$ cat config.mk
export PLATFORM = sky130hd
export DESIGN_NAME = dma_prio_arbiter
export DESIGN_NICKNAME = d
export VERILOG_FILES = /design/src/rtl/dma_arb_pkg.sv /design/src/rtl/dma_arb_toplvl.sv /design/src/rtl/dma_arb_lowest.sv /design/src/rtl/dma_prio_arbiter.sv
export SDC_FILE = /design/constraint.sdc
export NUM_CORES = 1
export LEC_CHECK = 0
export BUFFER_PORTS_ARGS = -buffer_cell sky130_fd_sc_hd__buf_2
export CELL_PAD_IN_SITES_DETAIL_PLACEMENT = 0
export CELL_PAD_IN_SITES_GLOBAL_PLACEMENT = 1
export CORE_AREA = 2 2 56 58
export DETAILED_ROUTE_END_ITERATION = 10
export DIE_AREA = 0 0 58 60
export HOLD_SLACK_MARGIN = 0.06
export PLACE_DENSITY = 0.79
export SYNTH_ARGS = -nofsm -noshare
export SYNTH_HDL_FRONTEND = slang
export SYNTH_SLANG_ARGS = --single-unit
$ cat constraint.sdc
create_clock -name clk -period 2.5 [get_ports clk]
set_input_delay 0 -clock clk [delete_from_list [all_inputs] [get_ports clk]]
set_output_delay 0 -clock clk [all_outputs]
set_load 0.02 [all_outputs]
$ cat src/rtl/dma_arb_pkg.sv
package dma_arb_pkg;
    localparam int DEF_CHANNELS = 7;
    localparam int DEF_LVL_W    = 2;

    typedef enum logic [1:0] {
        LVL_LOW   = 2'b00,
        LVL_MED   = 2'b01,
        LVL_HIGH  = 2'b10,
        LVL_ULTRA = 2'b11
    } sw_level_e;
endpackage

$ cat src/rtl/dma_arb_toplvl.sv
// Stage one: highest software level present among eligible channels.
module dma_arb_toplvl #(
    parameter int NUM_CH = dma_arb_pkg::DEF_CHANNELS,
    parameter int LVL_W  = dma_arb_pkg::DEF_LVL_W
) (
    input  logic [NUM_CH-1:0]       elig,
    input  logic [NUM_CH*LVL_W-1:0] lvl,
    output logic [LVL_W-1:0]        top_lvl
);
    localparam int NUM_LVL = 1 << LVL_W;

    logic [NUM_LVL-1:0] lvl_seen;

    always_comb begin
        lvl_seen = '0;
        for (int c = 0; c < NUM_CH; c++) begin
            if (elig[c]) lvl_seen[lvl[c*LVL_W +: LVL_W]] = 1'b1;
        end
        top_lvl = '0;
        for (int l = 0; l < NUM_LVL; l++) begin
            if (lvl_seen[l]) top_lvl = LVL_W'(l);
        end
    end
endmodule

$ cat src/rtl/dma_arb_lowest.sv
// Stage two: lowest-index channel among the candidates at the top level.
module dma_arb_lowest #(
    parameter int NUM_CH = dma_arb_pkg::DEF_CHANNELS,
    parameter int IDX_W  = $clog2(NUM_CH)
) (
    input  logic [NUM_CH-1:0] cand,
    output logic              any,
    output logic [NUM_CH-1:0] onehot,
    output logic [IDX_W-1:0]  idx
);
    always_comb begin
        any    = |cand;
        onehot = cand & ((~cand) + NUM_CH'(1));
        idx    = '0;
        for (int c = NUM_CH - 1; c >= 0; c--) begin
            if (cand[c]) idx = IDX_W'(c);
        end
    end
endmodule

$ cat src/rtl/dma_prio_arbiter.sv
module dma_prio_arbiter #(
    parameter int NUM_CH = dma_arb_pkg::DEF_CHANNELS,
    parameter int LVL_W  = dma_arb_pkg::DEF_LVL_W,
    localparam int IDX_W = $clog2(NUM_CH)
) (
    input  logic                    clk,
    input  logic                    rst_n,
    input  logic [NUM_CH-1:0]       ch_req,
    input  logic [NUM_CH-1:0]       ch_en,
    input  logic [NUM_CH*LVL_W-1:0] ch_prio,
    input  logic                    xfer_done,
    output logic [NUM_CH-1:0]       gnt,
    output logic [IDX_W-1:0]        gnt_idx,
    output logic                    gnt_valid
);
    typedef struct packed {
        logic [NUM_CH-1:0] gnt;
        logic [IDX_W-1:0]  idx;
        logic              valid;
    } arb_state_t;

    arb_state_t st_d, st_q;

    logic [NUM_CH-1:0] elig;
    logic [LVL_W-1:0]  top_lvl;
    logic [NUM_CH-1:0] cand;
    logic              pick_any;
    logic [NUM_CH-1:0] pick_oh;
    logic [IDX_W-1:0]  pick_idx;

    assign elig = ch_req & ch_en;

    dma_arb_toplvl #(.NUM_CH(NUM_CH), .LVL_W(LVL_W)) u_toplvl (
        .elig    (elig),
        .lvl     (ch_prio),
        .top_lvl (top_lvl)
    );

    for (genvar c = 0; c < NUM_CH; c++) begin : g_cand
        assign cand[c] = elig[c] && (ch_prio[c*LVL_W +: LVL_W] == top_lvl);
    end

    dma_arb_lowest #(.NUM_CH(NUM_CH), .IDX_W(IDX_W)) u_lowest (
        .cand   (cand),
        .any    (pick_any),
        .onehot (pick_oh),
        .idx    (pick_idx)
    );

    always_comb begin
        st_d = st_q;
        if (!st_q.valid || xfer_done) begin
            st_d.valid = pick_any;
            st_d.gnt   = pick_oh;
            st_d.idx   = pick_idx;
        end
    end

    always_ff @(posedge clk or negedge rst_n) begin
        if (!rst_n) st_q <= '0;
        else        st_q <= st_d;
    end

    assign gnt       = st_q.gnt;
    assign gnt_idx   = st_q.idx;
    assign gnt_valid = st_q.valid;

    // the index names the single set grant bit
    a_r5_idx_matches: assert property (@(posedge clk) disable iff (!rst_n)
        gnt_valid |-> ($onehot(gnt) && gnt[gnt_idx]));

    // no grant bit without valid
    a_r9_idle_zero: assert property (@(posedge clk) disable iff (!rst_n)
        !gnt_valid |-> (gnt == '0));

    // held grant is stable until completion
    a_r6_hold: assert property (@(posedge clk) disable iff (!rst_n)
        (gnt_valid && !xfer_done) |=> (gnt_valid && $stable(gnt) && $stable(gnt_idx)));

    // a new grant always goes to a channel that was eligible
    a_r2_from_eligible: assert property (@(posedge clk) disable iff (!rst_n)
        ((!gnt_valid || xfer_done) && (|elig)) |=> (gnt_valid && (|(gnt & $past(elig)))));

    // completion with nothing eligible leaves the arbiter idle
    a_r7_release_idle: assert property (@(posedge clk) disable iff (!rst_n)
        ((gnt_valid && xfer_done) && !(|elig)) |=> !gnt_valid);

    // with no grant, no eligible channel keeps it idle regardless of xfer_done
    a_r10_done_ignored: assert property (@(posedge clk) disable iff (!rst_n)
        (!gnt_valid && !(|elig)) |=> !gnt_valid);
endmodule

==> impl_metrics.env <==
export IMPL_status="finished, final reports clean"
export IMPL_critPathSlowestCell="or4_1"
export IMPL_hold_slack_ns=0.0915
export IMPL_die_w_um=58
export IMPL_antennaDiodeCount=0
export IMPL_slowest_delay_ns=0.66
export IMPL_viasPerCell=5.65
export IMPL_max_freq_mhz=476
export IMPL_endpoint_kind="flip-flop"
export IMPL_ctsHtreeMaxLevel=1
export IMPL_rsz0062_at_grt="no"
export IMPL_root_buffer="clkbuf_4"
export IMPL_grt_pass1_vias=1012
export IMPL_maxCapViolCount=0
export IMPL_crit_path_frequent_cell="or4_1"
export IMPL_critPathKind="input port to flip-flop"
export IMPL_synth_top_area_cell="dfrtp_1"
export IMPL_cp_cell_sequence="buf_2 > and3_1 > nor2b_1 > or4_1 > or4_1 > o221ai_1 > or2_2 > nor2_2 > a32o_1"
export IMPL_synth_cells=122
export IMPL_grt_use_total_pct=15.9
export IMPL_finClkSkew_ns=0.000500
export IMPL_timing_rr_start="gnt_valid"
export IMPL_ys_top_cells_by_count="nand2_1, dfrtp_1, nand3_1"
export IMPL_grt_pass1_wl_um=4280
export IMPL_worst_slack_ns=0.397
export IMPL_crit_required_ns=2.67
export IMPL_drtPass1Iterations=4
export IMPL_vias=1141
export IMPL_layout_drive_gt1_share_pct=31.4
export IMPL_synth_nets=153
export IMPL_io_buffers=41
export IMPL_ctsResizeCount=0
export IMPL_critPathTopFamily="simple AND/OR/NAND/NOR gates"
export IMPL_critPathLaunchType="input port"
export IMPL_synth_seq_cells=11
export IMPL_rows=20
export IMPL_clockBufferDepth=2
export IMPL_syn_area_um2=961
export IMPL_fillCellCount=297
export IMPL_core_area_um2=2900
export IMPL_yosys_cell_count_top_type="nand2_1"
export IMPL_fin_crit_sh_pct=84.1
export IMPL_relSlewSlack_pct=61.0
export IMPL_slew_violations=0
export IMPL_ys_warn_count=0
export IMPL_drc=0
export IMPL_fin_tns_setup_ns=0
export IMPL_ctsHoldBuffers=1
export IMPL_yosysSeqAreaShare_pct=28.6
export IMPL_worstPathMaxFanout=8
export IMPL_fin_nets=201
export IMPL_cp_arrival_ns=2.27
export IMPL_dpl_hpwl_um=2300
export IMPL_synthTopCellsByArea="dfrtp_1, nand2_1, nand3_1"
export IMPL_path_buf_inv=1
export IMPL_power_per_cell_area_nw_per_um2=493
export IMPL_yosysUniqueCellTypes=42
export IMPL_initial_core_util_pct=33.1
export IMPL_synth_async_reset_ratio_pct=100
export IMPL_overflow=0
export IMPL_die_area_um2=3480
export IMPL_synth_top_area_share_pct=28.6
export IMPL_hold_viol_final=0
export IMPL_setup_viol=0
export IMPL_die_height_um=60
export IMPL_cts_setup_buffers=0
export IMPL_grt_max_degree=12
export IMPL_design_portCount=42
export IMPL_preCtsSetupSlack_ns=0.125
export IMPL_fin_crit_ns=2.10
export IMPL_cts_tree="built"
export IMPL_synth_edff_count=0
export IMPL_power_leakage_nw=0.576
export IMPL_clkLatencyLatePin_ns=0.27
export IMPL_worst_slew_pin_slew_ns=0.584
export IMPL_ys_flop_type="dfrtp_1"
export IMPL_ir_drop_mv=0.320
export IMPL_wl_um=2710
export IMPL_cts_buffers=3
export IMPL_place_gp_congestion=0.831
export IMPL_antenna_found_initial=0
export IMPL_synth_area_per_cell_um2=7.88
export IMPL_clk_pin_slew_ns=0.06
export IMPL_wire_per_inst_um=13.4
export IMPL_crit_start="ch_prio[1]"
export IMPL_min_from="xfer_done"
export IMPL_ant_nets=0
export IMPL_cts_sinks=11
export IMPL_hold_path_class="input port to flip-flop"
export IMPL_areaGrowthSynthToFinish_pct=31.2
export IMPL_drt_initial_drc_count=45
## registers in the layout (all words and copies together) (netlist names)
name	count
gnt	7
gnt_idx	3
gnt_valid	1
## cell usage in the layout (no fill, tap or decap), types with 2 or more instances in the layout
| cell type | instances |
|---|---|
| inv_1 | 2 |
| nor3_1 | 3 |
| a21oi_1 | 5 |
| or4_1 | 4 |
| buf_4 | 4 |
| nand2b_1 | 4 |
| nand4b_1 | 4 |
| and4_1 | 4 |
| dfrtp_1 | 11 |
| nor2_1 | 5 |
| nand2_1 | 18 |
| o21a_1 | 2 |
| xnor2_1 | 3 |
| nand3_1 | 10 |
| nor4_2 | 2 |
| a41oi_1 | 2 |
| clkbuf_4 | 3 |
| a22o_1 | 2 |
| and3_1 | 2 |
| nor3b_1 | 2 |
| nor2b_1 | 2 |
| nand4_1 | 3 |
| o211ai_1 | 3 |
| o21ai_0 | 7 |
| buf_2 | 41 |
| o22ai_1 | 3 |
## worst paths after layout
kind / endpoint / slack [ns] / cells past startpoint
max in group asynchronous: gnt[0] / 2.19 / 2
max: gnt[6] / 0.40 / 9
min: gnt[0] / 0.09 / 3
min in group asynchronous: gnt_idx[1] / 0.12 / 2
max reg2reg: gnt[5] / 1.12 / 5
min reg2reg: gnt[3] / 0.47 / 2
## worst min-delay path, cell delays in order
cell and delay [ns]:
buf_2 0.08, nand2b_1 0.14, o21a_1 0.11
## logic make-up (layout without fill, tap and decap cells)
| group | count (synthesis) | count (layout) | synth area share [%] |
|---|---|---|---|
| simple gates | 68 | 68 | 40.8 |
| compound gates | 34 | 34 | 24.7 |
| mux | 1 | 1 | 1.04 |
| xor+xnor | 3 | 3 | 2.73 |
| flops | 11 | 11 | 28.6 |
| buf+inv | 5 | 52 | 2.08 |
## per-layer routing
| metal | share of wire (%) | vias to the layer above | global-route usage [%] | routed length [µm] |
|---|---|---|---|---|
| met5 | 0 | - | 0 | 0 |
| met4 | 2.7 | 0 | 7.64 | 72 |
| met3 | 5.8 | 7 | 1.73 | 156 |
| met2 | 47 | 40 | 28.2 | 1270 |
| met1 | 45 | 517 | 19.0 | 1210 |
| li1 | - | 577 | - | - |
## layout make-up
class                           instances  area (µm²)  area share [%]
Tap cell                               33        41.3            3.27
Timing Repair Buffer                   46         245            19.4
Clock buffer                            4        26.3            2.08
Multi-Input combinational cell        106         666            52.8
Sequential cell                        11         275            21.8
Inverter                                2        7.51           0.595
## report_power, final
part / total [mW] / switching (mW) / internal, mW / leakage, nW
registers: 0.221 / 0.0142 / 0.206 / 0.144
clock network: 0.121 / 0.0591 / 0.0620 / 0.0150
logic: 0.281 / 0.167 / 0.114 / 0.417
total: 0.622 / 0.240 / 0.382 / 0.576
## per-stage QoR
stage	cell area [µm²]	std cells	util [%]	power, mW
final	1260	202	43.4	0.622
after global routing	1260	202	43.4	0.662
after CTS	1260	202	43.4	0.626
after detailed placement	1220	197	42.2	0.503
after global placement	1220	197	42.2	0.499
after floorplan	961	122	-	0.395
Power figures use the tool's default switching activity.
